### src/rtl/dacseq_pkg.sv
package dacseq_pkg;

    typedef enum logic {
        ST_REST  = 1'b0,
        ST_DRIVE = 1'b1
    } fine_state_e;

    // High-window length of slot k: the slot length halved once per slot position.
    function automatic int unsigned weight_clks(input int unsigned slot_clks,
                                                input int unsigned slot_pos);
        return slot_clks >> slot_pos;
    endfunction

endpackage

### src/rtl/dacseq_divider.sv
module dacseq_divider #(
    parameter int unsigned DIV = 4,
    localparam int unsigned CNT_W = (DIV > 1) ? $clog2(DIV) : 1
) (
    input  logic             clk,
    input  logic             rst_n,
    input  logic             step,
    output logic [CNT_W-1:0] count,
    output logic             last
);

    assign last = step && (count == CNT_W'(DIV - 1));

    always_ff @(posedge clk) begin
        if (!rst_n) begin
            count <= '0;
        end else if (step) begin
            count <= last ? '0 : count + CNT_W'(1);
        end
    end

endmodule

### src/rtl/dacseq_shadow.sv
module dacseq_shadow #(
    parameter int unsigned CODE_W      = 12,
    parameter int unsigned FINE_W      = 4,
    parameter bit          COARSE_ONLY = 1'b0
) (
    input  logic              clk,
    input  logic              rst_n,
    input  logic              wr_en,
    input  logic [CODE_W-1:0] wr_code,
    input  logic              commit,
    output logic [CODE_W-1:0] live_code,
    output logic [CODE_W-1:0] upcoming
);

    logic [CODE_W-1:0] staged_q;
    logic [CODE_W-1:0] live_q;
    logic [CODE_W-1:0] pick;
    logic [CODE_W-1:0] masked;

    // A write on the commit edge bypasses the staging register.
    assign pick = wr_en ? wr_code : staged_q;

    generate
        if (COARSE_ONLY) begin : g_coarse_only
            assign masked = {pick[CODE_W-1:FINE_W], {FINE_W{1'b0}}};
        end else begin : g_full
            assign masked = pick;
        end
    endgenerate

    assign upcoming  = commit ? masked : live_q;
    assign live_code = live_q;

    always_ff @(posedge clk) begin
        if (!rst_n) begin
            staged_q <= '0;
            live_q   <= '0;
        end else begin
            if (wr_en) begin
                staged_q <= wr_code;
            end
            if (commit) begin
                live_q <= masked;
            end
        end
    end

    // the live code holds steady between cycle boundaries
    a_r6_live_holds: assert property (@(posedge clk) disable iff (!rst_n)
        !commit |=> $stable(live_q));

endmodule

### src/rtl/dacseq_fine_fsm.sv
module dacseq_fine_fsm
    import dacseq_pkg::*;
#(
    parameter int unsigned FINE_W    = 4,
    parameter int unsigned SLOT_CLKS = 8,
    localparam int unsigned IDX_W = (FINE_W > 1) ? $clog2(FINE_W) : 1,
    localparam int unsigned OFF_W = (SLOT_CLKS > 1) ? $clog2(SLOT_CLKS) : 1
) (
    input  logic              clk,
    input  logic              rst_n,
    input  logic [IDX_W-1:0]  slot_idx,
    input  logic [OFF_W-1:0]  slot_off,
    input  logic              slot_end,
    input  logic              cycle_end,
    input  logic [FINE_W-1:0] live_bits,
    input  logic [FINE_W-1:0] next_bits,
    output logic              fine_pwm
);

    fine_state_e state_q;
    fine_state_e state_d;
    logic        cur_bit;
    logic        nxt_bit;
    logic [OFF_W-1:0] win_last;

    // Decode the bit carried by the current slot, the bit of the slot
    // that follows, and the last offset of the current weighted window.
    always_comb begin
        cur_bit  = 1'b0;
        nxt_bit  = next_bits[FINE_W-1];
        win_last = '0;
        for (int k = 0; k < FINE_W; k++) begin
            if (int'(slot_idx) == k) begin
                cur_bit  = live_bits[FINE_W-1-k];
                win_last = OFF_W'(weight_clks(SLOT_CLKS, k) - 1);
            end
            if (!cycle_end && (int'(slot_idx) + 1 == k)) begin
                nxt_bit = live_bits[FINE_W-1-k];
            end
        end
    end

    // Next-state logic
    always_comb begin
        state_d = state_q;
        unique case (state_q)
            ST_DRIVE: begin
                if (slot_end) begin
                    state_d = nxt_bit ? ST_DRIVE : ST_REST;
                end else if (slot_off == win_last) begin
                    state_d = ST_REST;
                end
            end
            ST_REST: begin
                if (slot_end) begin
                    state_d = nxt_bit ? ST_DRIVE : ST_REST;
                end
            end
            default: state_d = ST_REST;
        endcase
    end

    // State register
    always_ff @(posedge clk) begin
        if (!rst_n) begin
            state_q <= ST_REST;
        end else begin
            state_q <= state_d;
        end
    end

    // Output decode
    always_comb begin
        fine_pwm = (state_q == ST_DRIVE);
    end

    // a high slot always belongs to a set bit of the live code
    a_r4_drive_needs_bit: assert property (@(posedge clk) disable iff (!rst_n)
        (state_q == ST_DRIVE) |-> cur_bit);

    // the pulse never runs past its weighted window
    a_r9_within_window: assert property (@(posedge clk) disable iff (!rst_n)
        (state_q == ST_DRIVE) |-> (slot_off <= win_last));

endmodule

### src/rtl/dac_code_sequencer.sv
module dac_code_sequencer #(
    parameter int unsigned CODE_W         = 12,
    parameter int unsigned FINE_W         = 4,
    parameter int unsigned COARSE_DIV     = 50,
    parameter int unsigned TICKS_PER_SLOT = 4,
    parameter bit          COARSE_ONLY    = 1'b0
) (
    input  logic                     clk,
    input  logic                     rst_n,
    input  logic                     code_valid,
    input  logic [CODE_W-1:0]        code,
    output logic [CODE_W-FINE_W-1:0] coarse_word,
    output logic                     fine_pwm,
    output logic                     cycle_start
);

    localparam int unsigned COARSE_W  = CODE_W - FINE_W;
    localparam int unsigned SLOT_CLKS = COARSE_DIV * TICKS_PER_SLOT;
    localparam int unsigned DIV_W     = (COARSE_DIV > 1) ? $clog2(COARSE_DIV) : 1;
    localparam int unsigned TPS_W     = (TICKS_PER_SLOT > 1) ? $clog2(TICKS_PER_SLOT) : 1;
    localparam int unsigned IDX_W     = (FINE_W > 1) ? $clog2(FINE_W) : 1;
    localparam int unsigned OFF_W     = (SLOT_CLKS > 1) ? $clog2(SLOT_CLKS) : 1;

    logic [DIV_W-1:0]  div_cnt;
    logic [TPS_W-1:0]  tick_cnt;
    logic [IDX_W-1:0]  slot_idx;
    logic              coarse_tick;
    logic              slot_end;
    logic              cycle_end;
    logic [OFF_W-1:0]  slot_off;
    logic [CODE_W-1:0] live_code;
    logic [CODE_W-1:0] upcoming;
    logic [COARSE_W-1:0] coarse_q;
    logic              start_q;

    dacseq_divider #(.DIV(COARSE_DIV)) u_coarse_div (
        .clk   (clk),
        .rst_n (rst_n),
        .step  (1'b1),
        .count (div_cnt),
        .last  (coarse_tick)
    );

    dacseq_divider #(.DIV(TICKS_PER_SLOT)) u_slot_div (
        .clk   (clk),
        .rst_n (rst_n),
        .step  (coarse_tick),
        .count (tick_cnt),
        .last  (slot_end)
    );

    dacseq_divider #(.DIV(FINE_W)) u_cycle_div (
        .clk   (clk),
        .rst_n (rst_n),
        .step  (slot_end),
        .count (slot_idx),
        .last  (cycle_end)
    );

    assign slot_off = OFF_W'(tick_cnt) * OFF_W'(COARSE_DIV) + OFF_W'(div_cnt);

    dacseq_shadow #(
        .CODE_W      (CODE_W),
        .FINE_W      (FINE_W),
        .COARSE_ONLY (COARSE_ONLY)
    ) u_shadow (
        .clk       (clk),
        .rst_n     (rst_n),
        .wr_en     (code_valid),
        .wr_code   (code),
        .commit    (cycle_end),
        .live_code (live_code),
        .upcoming  (upcoming)
    );

    dacseq_fine_fsm #(
        .FINE_W    (FINE_W),
        .SLOT_CLKS (SLOT_CLKS)
    ) u_fsm (
        .clk       (clk),
        .rst_n     (rst_n),
        .slot_idx  (slot_idx),
        .slot_off  (slot_off),
        .slot_end  (slot_end),
        .cycle_end (cycle_end),
        .live_bits (live_code[FINE_W-1:0]),
        .next_bits (upcoming[FINE_W-1:0]),
        .fine_pwm  (fine_pwm)
    );

    // Coarse word reloads on every coarse tick; cycle marker registers the boundary.
    always_ff @(posedge clk) begin
        if (!rst_n) begin
            coarse_q <= '0;
            start_q  <= 1'b0;
        end else begin
            if (coarse_tick) begin
                coarse_q <= upcoming[CODE_W-1 -: COARSE_W];
            end
            start_q <= cycle_end;
        end
    end

    assign coarse_word = coarse_q;
    assign cycle_start = start_q;

    // the coarse word only moves together with the cycle marker
    a_r2_coarse_at_start: assert property (@(posedge clk) disable iff (!rst_n)
        !$stable(coarse_word) |-> cycle_start);

    // the cycle marker is a single-clock pulse
    a_r3_single_pulse: assert property (@(posedge clk) disable iff (!rst_n)
        cycle_start |=> !cycle_start);

    generate
        if (COARSE_ONLY) begin : g_chk_coarse_only
            // an 8-bit channel never emits a fine pulse
            a_r8_no_fine_pulse: assert property (@(posedge clk) disable iff (!rst_n)
                !fine_pwm);
        end
    endgenerate

endmodule

### config.mk
export PLATFORM = sky130hd
export DESIGN_NAME = dac_code_sequencer
export DESIGN_NICKNAME = d
export VERILOG_FILES = /design/src/rtl/dacseq_pkg.sv /design/src/rtl/dacseq_divider.sv /design/src/rtl/dacseq_shadow.sv /design/src/rtl/dacseq_fine_fsm.sv /design/src/rtl/dac_code_sequencer.sv
export SDC_FILE = /design/constraint.sdc
export NUM_CORES = 1
export LEC_CHECK = 0
export BUFFER_PORTS_ARGS = -buffer_cell sky130_fd_sc_hd__buf_2
export CAP_MARGIN = 20
export CORE_AREA = 2 2 65 67
export DETAILED_ROUTE_END_ITERATION = 8
export DIE_AREA = 0 0 67 69
export PLACE_DENSITY = 0.84
export SLEW_MARGIN = 20
export SYNTH_ARGS = -nofsm -noshare
export SYNTH_HDL_FRONTEND = slang
export SYNTH_HIERARCHICAL = 1
export SYNTH_SLANG_ARGS = --single-unit
### constraint.sdc
create_clock -name clk -period 5.35 [get_ports clk]
set_clock_uncertainty 0.05 [all_clocks]
set_input_delay 0 -clock clk [delete_from_list [all_inputs] [get_ports clk]]
set_output_delay 0 -clock clk [all_outputs]
set_load 0.01 [all_outputs]
==> flow_summary.json <==
{
  "status": "finished, final reports clean",
  "gp_congestion": 0.7565,
  "holdPathEnd": "u_shadow/staged_q[10]$_SDFF_PN0_",
  "path_clk_slew_ns": 0.08,
  "pwr-share-comb_pct": 6.1,
  "nNetsFinal": 312,
  "clkSinkCount": 44,
  "dp_hpwl_um": 2829,
  "totalNegativeSetupSlack_ns": 0,
  "maxCapViolations": 0,
  "layout_min_cycle_time_ns": 2.684,
  "ff2ff_path_depth": 10,
  "firstDrtPassIters": 4,
  "antenna_found_initial": 0,
  "synth_cells": 238,
  "total_power_uw": 639.3,
  "grt_pass1_wl_um": 7465,
  "cts_buffer_depth": 2,
  "flow.area_growth_from_synthesis_pct": 17.38,
  "path_cells": "ha_1 -> nand2_1 -> nor2_1 -> buf_4 -> and2_2 -> and2_2 -> nor2_1 -> a21oi_1 -> mux2i_1 -> nor2b_1",
  "fin_cells": 330,
  "final_layout_size_suffix_gt1_share_pct": 14.64,
  "internal_power_uw": 494.3,
  "clkLatencyLatePin_ns": 0.31,
  "final_hold_viol_count": 0,
  "cts_inserted_buffers": 5,
  "max_slew_margin_pct": 54.05,
  "path_max_fanout": 46,
  "reg2reg_to": "coarse_word[1]$_SDFFE_PN0P_",
  "std_cell_rows": 23,
  "vias_per_cell": 5.230,
  "power_frac_seq_pct": 52.8,
  "routed_wl_um": 4281,
  "drv_slew": 0,
  "initial_core_util_pct": 57.77,
  "min_path_cells": 3,
  "reg2reg_slack_ns": 2.67,
  "hp-class": "in2reg",
  "cp.arrival_ns": 2.88,
  "io_pins": 25,
  "slowest_stage": "and2_2",
  "dp.cells": 311,
  "grt_setup_unrepaired": "no",
  "p_sw_uw": 145.0,
  "clock_tree.htree_level_count": 2,
  "die_area_mm2": 0.004623,
  "p_leak_nw": 1.164,
  "layout_commonest_cell": "dfxtp_1",
  "wl_per_cell_um": 12.97,
  "grt_overflow": 0,
  "drt_iter0_drc": 99,
  "switching_share_pct": 22.67,
  "worst_pin_slew_ns": 0.6892,
  "drc": 0,
  "pwr-share-clk_pct": 41.0,
  "port_buffers": 24,
  "cts-root-buf": "clkbuf_8",
  "worstHoldStart": "code[10]",
  "start_kind": "flip-flop",
  "irDropWorstVdd_uv": 171.6,
  "cp_top_family": "simple AND/OR/NAND/NOR gates",
  "grt_pass1_vias": 1708,
  "layout_common_cells": "dfxtp_1 (44), nor2b_1 (26), a21oi_1 (25), buf_2 (24), mux2i_1 (22)",
  "grt_max_degree": 47,
  "fillerInstances": 302,
  "finalCritPeriodShare_pct": 50.17,
  "path_class": "reg2reg",
  "power.density_mw_per_mm2": 240.9,
  "setup_viol_count_final": 0,
  "die_h_um": 69,
  "reg2reg_from": "u_coarse_div/count[0]$_SDFFE_PN0P_",
  "diodes": 0,
  "cts_tree": "built",
  "setup.worst_path.start": "u_coarse_div/count[0]$_SDFFE_PN0P_",
  "endpoint_kind": "flip-flop",
  "yosysWarnings": 6,
  "core_area_mm2": 0.003914,
  "syn_avg_cell_area_um2": 9.500,
  "fmax_ghz": 0.3726,
  "vias": 1726,
  "max_stage_delay_ns": 0.62,
  "die_w_um": 67,
  "grt.total_usage_pct": 20.71,
  "critPathBufInv": 1,
  "crit_required_ns": 5.54,
  "ant_nets": 0,
  "synthesis.area_mm2": 0.002261
}
[worst register-to-register path, stage by stage, from the launching register on]
cell and delay, ns:
dfxtp_1 0.48, ha_1 0.20, nand2_1 0.06, nor2_1 0.11, buf_4 0.24, and2_2 0.25
and2_2 0.62, nor2_1 0.12, a21oi_1 0.26, mux2i_1 0.12, nor2b_1 0.11
[state kept, by name (all words and copies together), names as in the netlist]
signal and cells:
u_cycle_div/count 2, u_slot_div/count 2, u_shadow/live_code 12, cycle_start 1, u_fsm/fine_pwm 1, u_coarse_div/count 6
coarse_word 8, u_shadow/staged_q 12
[power by group through the flow]
stage | Sequential, mW | Clock [mW] | Combinational, mW
after floorplan | 0.344 | 0 | 0.0215
after global placement | 0.345 | 0 | 0.0311
after detailed placement | 0.345 | 0 | 0.0320
after CTS | 0.338 | 0.268 | 0.0384
after global routing | 0.339 | 0.283 | 0.0439
final | 0.338 | 0.262 | 0.0393
[cell type report]
| type | count | area [µm²] | area share [%] |
|---|---|---|---|
| tap | 50 | 62.56 | 2.357 |
| clock buffer | 5 | 68.82 | 2.593 |
| clock inverter | 3 | 46.29 | 1.744 |
| timing repair buffer | 36 | 237.7 | 8.958 |
| multi-input combinational | 182 | 1320 | 49.74 |
| inverter | 10 | 37.54 | 1.414 |
| sequential | 44 | 880.8 | 33.19 |
[worst max path at each step]
stage | end | slack, ns | cells after the start
2_1_floorplan | u_fsm/fine_pwm$_SDFF_PN0_ | 3.07 | 10
3_3_place_gp | coarse_word[1]$_SDFFE_PN0P_ | 2.82 | 10
3_5_place_dp | coarse_word[1]$_SDFFE_PN0P_ | 2.73 | 10
4_1_cts | coarse_word[1]$_SDFFE_PN0P_ | 2.71 | 10
5_1_grt | coarse_word[4]$_SDFFE_PN0P_ | 2.50 | 10
6_report | coarse_word[1]$_SDFFE_PN0P_ | 2.67 | 10
[metrics by stage]
step / utilization, % / worst slack, ns / hold slack, ns / area [µm²]
finish: 67.81 / 2.666 / 0.04749 / 2654
global route: 67.81 / 2.505 / 0.09132 / 2654
detailed placement: 62.05 / 2.735 / 0.2484 / 2429
floorplan: - / 3.068 / 0.06757 / 2287
global placement: 62.05 / 2.819 / 0.2369 / 2429
CTS: 67.81 / 2.705 / 0.007696 / 2654
[what timing repair did]
action	in CTS	in global routing
hold buffers	11	0
gates resized for setup	0	0
setup buffers	0	0
hold endpoints to repair	16	0
[per-layer routing]
metal / vias to the layer above / part of all wire (%) / track usage (%)
li1: 897 / - / -
met1: 791 / 49 / 27.67
met4: 0 / 1.4 / 6.576
met3: 6 / 3.5 / 6.199
met5: - / 0 / 0
met2: 32 / 46 / 31.79
Power figures use the tool's default switching activity.
